<file path="src/rtl/smbreg_pkg.sv">
package smbreg_pkg;

    localparam int OFS_W = 7;

    typedef enum logic [2:0] {
        ST_IDLE,
        ST_ADDR,
        ST_CMD,
        ST_COUNT,
        ST_WDATA,
        ST_TX,
        ST_SKIP
    } eng_state_t;

    typedef struct packed {
        logic             indexed;
        logic [OFS_W-1:0] ofs;
    } cmd_t;

    typedef struct packed {
        logic start;
        logic stop;
        logic rise;
        logic fall;
    } bus_ev_t;

    function automatic logic takes_bits(eng_state_t s);
        return (s == ST_ADDR) || (s == ST_CMD) || (s == ST_COUNT) ||
               (s == ST_WDATA) || (s == ST_TX);
    endfunction

    function automatic logic [OFS_W-1:0] step_ptr(logic [OFS_W-1:0] p);
        return (p == {OFS_W{1'b1}}) ? p : p + 1'b1;
    endfunction

endpackage

</file>
<file path="src/rtl/smbreg_line_sync.sv">
module smbreg_line_sync
    import smbreg_pkg::*;
#(
    parameter int STAGES = 2
) (
    input  logic    clk,
    input  logic    rst,
    input  logic    scl_i,
    input  logic    sda_i,
    output logic    scl_s,
    output logic    sda_s,
    output bus_ev_t ev
);

    logic [STAGES-1:0] scl_ff;
    logic [STAGES-1:0] sda_ff;
    logic              scl_d;
    logic              sda_d;

    always_ff @(posedge clk) begin
        if (rst) begin
            scl_ff <= '1;
            sda_ff <= '1;
            scl_d  <= 1'b1;
            sda_d  <= 1'b1;
        end else begin
            scl_ff <= {scl_ff[STAGES-2:0], scl_i};
            sda_ff <= {sda_ff[STAGES-2:0], sda_i};
            scl_d  <= scl_ff[STAGES-1];
            sda_d  <= sda_ff[STAGES-1];
        end
    end

    assign scl_s = scl_ff[STAGES-1];
    assign sda_s = sda_ff[STAGES-1];

    always_comb begin
        ev.start = scl_s & scl_d & sda_d & ~sda_s;
        ev.stop  = scl_s & scl_d & ~sda_d & sda_s;
        ev.rise  = scl_s & ~scl_d;
        ev.fall  = ~scl_s & scl_d;
    end

endmodule

</file>
<file path="src/rtl/smbreg_bank.sv">
module smbreg_bank #(
    parameter int DEPTH = 8,
    parameter int AW    = 3
) (
    input  logic               clk,
    input  logic               rst,
    input  logic               wr_en,
    input  logic [AW-1:0]      wr_idx,
    input  logic [7:0]         wr_data,
    input  logic [AW-1:0]      rd_idx,
    output logic [7:0]         rd_data,
    output logic [DEPTH*8-1:0] regs_o
);

    logic [DEPTH-1:0][7:0] mem;
    logic [DEPTH-1:0]      we_vec;

    generate
        for (genvar g = 0; g < DEPTH; g++) begin : g_we
            assign we_vec[g] = wr_en && (wr_idx == AW'(g));
        end
    endgenerate

    always_ff @(posedge clk) begin
        if (rst) begin
            mem <= '0;
        end else begin
            for (int i = 0; i < DEPTH; i++) begin
                if (we_vec[i]) mem[i] <= wr_data;
            end
        end
    end

    always_comb begin
        rd_data = 8'hFF;
        for (int i = 0; i < DEPTH; i++) begin
            if (rd_idx == AW'(i)) rd_data = mem[i];
        end
    end

    assign regs_o = mem;

endmodule

</file>
<file path="src/rtl/smbreg_engine.sv">
module smbreg_engine
    import smbreg_pkg::*;
#(
    parameter logic [6:0] DEV_ADDR = 7'h52,
    parameter int         DEPTH    = 8,
    parameter int         AW       = 3
) (
    input  logic          clk,
    input  logic          rst,
    input  bus_ev_t       ev,
    input  logic          sda_s,
    output logic          drv_low,
    output logic          wr_en,
    output logic [AW-1:0] wr_idx,
    output logic [7:0]    wr_data,
    output logic [AW-1:0] rd_idx,
    input  logic [7:0]    rd_data
);

    localparam logic [7:0] CNT_BYTE = 8'(DEPTH);

    eng_state_t       state;
    logic [3:0]       bitcnt;
    logic             slv_ack;
    logic             mst_ack;
    logic             mst_nack;
    logic [7:0]       shreg;
    logic [7:0]       txreg;
    logic [OFS_W-1:0] ptr;
    logic             blk_mode;

    logic             ptr_ok;
    logic [7:0]       rd_byte;
    logic             byte_done;
    cmd_t             cmd_in;

    assign ptr_ok    = {1'b0, ptr} < CNT_BYTE;
    assign rd_byte   = ptr_ok ? rd_data : 8'hFF;
    assign rd_idx    = ptr[AW-1:0];
    assign cmd_in    = cmd_t'(shreg);
    assign byte_done = ev.fall && !slv_ack && !mst_ack && (bitcnt == 4'd8);

    assign wr_en   = byte_done && (state == ST_WDATA) && ptr_ok;
    assign wr_idx  = ptr[AW-1:0];
    assign wr_data = shreg;

    always_ff @(posedge clk) begin
        if (rst) begin
            state    <= ST_IDLE;
            bitcnt   <= '0;
            slv_ack  <= 1'b0;
            mst_ack  <= 1'b0;
            mst_nack <= 1'b0;
            shreg    <= '0;
            txreg    <= '0;
            ptr      <= '0;
            blk_mode <= 1'b0;
            drv_low  <= 1'b0;
        end else if (ev.start) begin
            state   <= ST_ADDR;
            bitcnt  <= '0;
            slv_ack <= 1'b0;
            mst_ack <= 1'b0;
            drv_low <= 1'b0;
        end else if (ev.stop) begin
            state   <= ST_IDLE;
            bitcnt  <= '0;
            slv_ack <= 1'b0;
            mst_ack <= 1'b0;
            drv_low <= 1'b0;
        end else begin
            if (ev.rise) begin
                if (mst_ack) begin
                    mst_nack <= sda_s;
                end else if (!slv_ack && bitcnt < 4'd8 && takes_bits(state)) begin
                    shreg  <= {shreg[6:0], sda_s};
                    bitcnt <= bitcnt + 4'd1;
                end
            end
            if (ev.fall) begin
                if (slv_ack) begin
                    slv_ack <= 1'b0;
                    bitcnt  <= '0;
                    drv_low <= (state == ST_TX) ? ~txreg[7] : 1'b0;
                end else if (mst_ack) begin
                    mst_ack <= 1'b0;
                    bitcnt  <= '0;
                    if (mst_nack) begin
                        state   <= ST_SKIP;
                        drv_low <= 1'b0;
                    end else begin
                        txreg   <= rd_byte;
                        drv_low <= ~rd_byte[7];
                        ptr     <= step_ptr(ptr);
                    end
                end else if (bitcnt == 4'd8) begin
                    case (state)
                        ST_ADDR: begin
                            if (shreg[7:1] == DEV_ADDR) begin
                                slv_ack <= 1'b1;
                                drv_low <= 1'b1;
                                if (shreg[0]) begin
                                    state <= ST_TX;
                                    if (blk_mode) begin
                                        txreg <= CNT_BYTE;
                                    end else begin
                                        txreg <= rd_byte;
                                        ptr   <= step_ptr(ptr);
                                    end
                                end else begin
                                    state <= ST_CMD;
                                end
                            end else begin
                                state   <= ST_SKIP;
                                drv_low <= 1'b0;
                            end
                        end
                        ST_CMD: begin
                            slv_ack  <= 1'b1;
                            drv_low  <= 1'b1;
                            blk_mode <= ~cmd_in.indexed;
                            ptr      <= cmd_in.indexed ? cmd_in.ofs : '0;
                            state    <= cmd_in.indexed ? ST_WDATA : ST_COUNT;
                        end
                        ST_COUNT: begin
                            slv_ack <= 1'b1;
                            drv_low <= 1'b1;
                            state   <= ST_WDATA;
                        end
                        ST_WDATA: begin
                            slv_ack <= 1'b1;
                            drv_low <= 1'b1;
                            ptr     <= step_ptr(ptr);
                        end
                        ST_TX: begin
                            drv_low <= 1'b0;
                            mst_ack <= 1'b1;
                        end
                        default: begin
                        end
                    endcase
                end else if (state == ST_TX && bitcnt != 4'd0) begin
                    txreg   <= {txreg[6:0], 1'b0};
                    drv_low <= ~txreg[6];
                end
            end
        end
    end

endmodule

</file>
<file path="src/rtl/smbreg_slave.sv">
module smbreg_slave
    import smbreg_pkg::*;
#(
    parameter logic [6:0] DEV_ADDR = 7'h52,
    parameter int         DEPTH    = 8
) (
    input  logic               clk,
    input  logic               rst,
    input  logic               scl_i,
    input  logic               sda_i,
    output logic               sda_drive_low,
    output logic [DEPTH*8-1:0] regs_o
);

    localparam int AW = (DEPTH > 1) ? $clog2(DEPTH) : 1;

    bus_ev_t       bus_ev;
    logic          scl_s;
    logic          sda_s;
    logic          wr_en;
    logic [AW-1:0] wr_idx;
    logic [7:0]    wr_data;
    logic [AW-1:0] rd_idx;
    logic [7:0]    rd_data;

    smbreg_line_sync #(.STAGES(2)) u_sync (
        .clk   (clk),
        .rst   (rst),
        .scl_i (scl_i),
        .sda_i (sda_i),
        .scl_s (scl_s),
        .sda_s (sda_s),
        .ev    (bus_ev)
    );

    smbreg_engine #(.DEV_ADDR(DEV_ADDR), .DEPTH(DEPTH), .AW(AW)) u_eng (
        .clk     (clk),
        .rst     (rst),
        .ev      (bus_ev),
        .sda_s   (sda_s),
        .drv_low (sda_drive_low),
        .wr_en   (wr_en),
        .wr_idx  (wr_idx),
        .wr_data (wr_data),
        .rd_idx  (rd_idx),
        .rd_data (rd_data)
    );

    smbreg_bank #(.DEPTH(DEPTH), .AW(AW)) u_bank (
        .clk     (clk),
        .rst     (rst),
        .wr_en   (wr_en),
        .wr_idx  (wr_idx),
        .wr_data (wr_data),
        .rd_idx  (rd_idx),
        .rd_data (rd_data),
        .regs_o  (regs_o)
    );

endmodule

</file>
<file path="config.mk">
export PLATFORM = sky130hd
export DESIGN_NAME = smbreg_slave
export DESIGN_NICKNAME = d
export VERILOG_FILES = /design/src/rtl/smbreg_pkg.sv /design/src/rtl/smbreg_line_sync.sv /design/src/rtl/smbreg_bank.sv /design/src/rtl/smbreg_engine.sv /design/src/rtl/smbreg_slave.sv
export SDC_FILE = /design/constraint.sdc
export NUM_CORES = 1
export LEC_CHECK = 0
export BUFFER_PORTS_ARGS = -buffer_cell sky130_fd_sc_hd__buf_2
export CAP_MARGIN = 10
export CORE_ASPECT_RATIO = 0.8
export CORE_UTILIZATION = 58
export DETAILED_ROUTE_END_ITERATION = 7
export GPL_ROUTABILITY_DRIVEN = 0
export PLACE_DENSITY = 0.8
export SYNTH_ARGS = -nofsm -noshare
export SYNTH_HDL_FRONTEND = slang
export SYNTH_SLANG_ARGS = --single-unit
</file>
<file path="constraint.sdc">
create_clock -name clk -period 2.53 [get_ports clk]
set_input_delay 0.506 -clock clk [delete_from_list [all_inputs] [get_ports clk]]
set_output_delay 0.506 -clock clk [all_outputs]
set_load 0.05 [all_outputs]
</file>
==> flow_summary_export.csv <==
group,metric,value,unit
clock_network,tritoncts,"yes",
setup_path,slowest_delay,0.39,ns
setup_path,cp.depth,7,
power_and_ir_drop,p_per_area,518,mW/mm^2
clock_network,htreeDepth,3,
synth,yosys_warnings,0,
layout,drive_above_1_share,20.2,%
global_routing,grt_pass1_wl,23600,um
setup_path,crit_path_end_kind,"flop",
setup_path,path_delay_family,"compound AO/OA/AOI/OAI gates",
route,wire_per_inst,18.7,um
setup_path,r2r_slack,0.12,ns
setup_path,r2r-start,"u_eng.ptr[0]$_SDFFE_PP0P_",
power_and_ir_drop,peakVddDrop,0.548,mV
synth,synth_area,0.00530,sq mm
timing,tightest_slew,0.780,ns
power_and_ir_drop,total_power,0.00315,W
die,rows,30,
setup_path,critPathBufInv,1,
timing,drv_slew,0,
setup_path,reg2reg_to,"u_eng.txreg[4]$_SDFFE_PP0P_",
setup_path,required,2.78,ns
placed_design,port_buffers,68,
timing,min_period,2.41,ns
setup_path,crit_chain,"inv_1 > ha_1 > nor3b_1 > o31ai_1 > o211ai_1 > a311o_1 > a311oi_1",
global_routing,grt_overflow,0,
synth,synthCells,629,
route,drt_drc_violations_left,0,
setup_path,worstPathMaxFanout,14,
timing,timing.fmax,0.414,GHz
die,core_area,0.00867,sq mm
synth,syn_avg_cell_area,8.42,sq um
global_routing,grt_usage,32.6,%
synth,synth_fp_nets,641,
die,num_io_pins,69,
timing,grt_setup_unrepaired,"false",
clock_network,clkTransAtPathRegs,0.07,ns
status,status,"finished, final reports clean",
route,final_antenna_net_count,0,
synth,yosys-top-cells-area,"dfxtp_1, mux2i_1, nor2_1",
route,drt-total-wl,15000,um
timing,fin_setup_tns,0,ns
worst_hold_path,min_to,"u_sync.sda_ff[0]$_SDFF_PP1_",
route,vias,5087,
clock_network,cts_sinks,105,
worst_hold_path,hold_path.class,"in -> reg",
route,first_pass_iters,5,
synth,yosysTopAreaCellShare,39.7,%
layout,n_antenna_cell,0,
timing,post-route-period-util,95.4,%
die,die_area,0.00952,sq mm
global_routing,antenna_found_initial,0,
global_routing,grt_start_max_net_pins,35,
layout,area_growth,14.7,%
placed_design,placed_area,0.00577,sq mm
timing,hold_ws,0.334,ns
die,die_w,109,um
synth,synth.most_common_cell,"dfxtp_1",
power_and_ir_drop,p_leak,2.42,nW
synth,synth_edf_count,0,
clock_network,cts_buffers,9,
synth,synth_top_cell_by_area,"dfxtp_1",
worst_hold_path,holdPathStages,2,
setup_path,reg2reg_depth,7,
timing,setup_violations,0,
layout,fill_cells,695,
worst_hold_path,min_from,"sda_i",
setup_path,crit_arrival,2.66,ns
die,die_h,87.5,um
global_routing,first_global_vias,4522,
timing,hold_viol,0,
placed_design,dp_hpwl,10400,um
synth,ys_seq_area_share,39.7,%
clock_network,clk_latency,0.35,ns
synth,yosys-top-cells-count,"dfxtp_1, nor2_1, nand2_1",
clock_network,cts_max_path_buffers,2,
synth,ys.flop_type,"dfxtp_1",
clock_network,cts_root_buf,"clkbuf_16",
die,start_util,61.1,%
setup_path,startpoint_type,"flop",
flow_run,drv_cap,0,
synth,ys_seq_elements,105,
clock_network,postCtsHoldBufs,0,
timing,relSlewSlack,47.9,%
setup_path,crit_type,"reg -> reg",
route,drt-initial-drc-count,647,
synth,ys_types,64,
layout,fin_nets,696,
route,viasPerCell,6.35,
synth,ys_async_sr_fraction,0,%
layout,fin_area,0.00607,sq mm
timing,skew,0.00923,ns
setup_path,cp_slowest_cell,"dfxtp_1",
## worst max-delay path by stage
| stage | endpoint | from | slack [ns] |
|---|---|---|---|
| final | u_eng.txreg[4]$_SDFFE_PP0P_ | u_eng.ptr[0]$_SDFFE_PP0P_ | 0.12 |
| after global routing | u_eng.txreg[4]$_SDFFE_PP0P_ | u_eng.ptr[0]$_SDFFE_PP0P_ | 0.02 |
| after CTS | u_eng.txreg[4]$_SDFFE_PP0P_ | u_eng.ptr[1]$_SDFFE_PP0P_ | 0.08 |
| after detailed placement | u_eng.txreg[4]$_SDFFE_PP0P_ | u_eng.ptr[1]$_SDFFE_PP0P_ | 0.10 |
| after global placement | u_eng.txreg[1]$_SDFFE_PP0P_ | u_eng.ptr[1]$_SDFFE_PP0P_ | 0.29 |
| after floorplan | u_eng.drv_low$_SDFFE_PP0P_ | u_eng.ptr[2]$_SDFFE_PP0P_ | 0.37 |
## sequential cells by signal, summed over array words and instances, names as in the netlist, 2 cells and up
signal / flops
u_eng.wr_data: 8
u_sync.sda_ff: 2
u_eng.ptr: 7
u_eng.txreg: 8
u_bank.regs_o: 64
u_eng.bitcnt: 4
u_eng.state: 3
u_sync.scl_ff: 2
## what timing repair did
item                                    4_1_cts  5_1_grt
setup buffers                                 0        0
resized for setup                             0        2
endpoints found under the setup margin        0        4
## routing by layer
layer | wire, um | up-vias | global-route usage [%]
li1 | - | 2354 | -
met1 | 6610 | 2377 | 46.6
met2 | 6460 | 323 | 47.2
met3 | 1630 | 33 | 8.08
met4 | 292 | 0 | 11.9
met5 | 0 | - | 0
## cell usage in the layout, fill, tap and decap left out, types with 3 or more instances in the layout
cell type / netlist / final
a211oi_1: 9 / 9
a21oi_1: 39 / 39
a22oi_1: 7 / 7
a311o_1: 5 / 5
a311oi_1: 9 / 9
a31oi_1: 5 / 5
and3_1: 3 / 3
and3b_1: 3 / 3
buf_2: 10 / 68
buf_4: 4 / 29
clkbuf_16: 0 / 9
dfxtp_1: 105 / 105
ha_1: 8 / 6
inv_1: 19 / 19
inv_6: 0 / 3
mux2i_1: 47 / 47
nand2_1: 54 / 54
nand2b_1: 6 / 6
nand3_1: 15 / 15
nand3b_1: 4 / 4
nand4_1: 3 / 3
nor2_1: 82 / 82
nor2b_1: 8 / 8
nor3_1: 6 / 6
nor3b_1: 14 / 14
nor4_1: 3 / 3
o211ai_1: 13 / 13
o21ai_0: 35 / 35
o22ai_1: 5 / 5
o311a_1: 3 / 3
o31ai_1: 10 / 10
or2_2: 9 / 9
or3_1: 3 / 3
or4_1: 3 / 3
## cell families (layout without fill, tap and decap cells)
| logic type | after synthesis | after routing | synth area share, % |
|---|---|---|---|
| and+or+nand+nor | 232 | 232 | 23.0 |
| adders and majority gates | 8 | 8 | 1.89 |
| AOI/OAI and AO/OA | 160 | 160 | 20.2 |
| muxes | 47 | 47 | 8.88 |
| xor gates and xnor gates | 4 | 4 | 0.661 |
| buffers and inverters | 73 | 133 | 5.69 |
| DFF | 105 | 105 | 39.7 |
## metrics by stage
| stage | setup WS [ns] | cells | util [%] |
|---|---|---|---|
| 2_1_floorplan | 0.374 | 629 | - |
| 3_3_place_gp | 0.288 | 785 | 66.5 |
| 3_5_place_dp | 0.104 | 785 | 66.5 |
| 4_1_cts | 0.0771 | 801 | 70.0 |
| 5_1_grt | 0.0212 | 801 | 70.1 |
| 6_report | 0.116 | 801 | 70.1 |
## power by group
part | total (W) | switching (W) | internal (W) | leakage [nW]
registers | 0.00166 | 0.00000750 | 0.00166 | 0.847
clock network | 0.00143 | 0.000652 | 0.000777 | 0.151
logic | 0.0000549 | 0.0000384 | 0.0000165 | 1.43
## cell type report
class                           count  area (sq um)  area share (%)
Clock inverter                      7          75.1            1.24
Clock buffer                        9           225            3.71
Sequential cell                   105          2100            34.6
Multi-Input combinational cell    451          2900            47.7
Inverter                           20          75.1            1.24
Tap cell                          112           140            2.31
Timing Repair Buffer               97           558            9.19
Power figures use the tool's default switching activity.
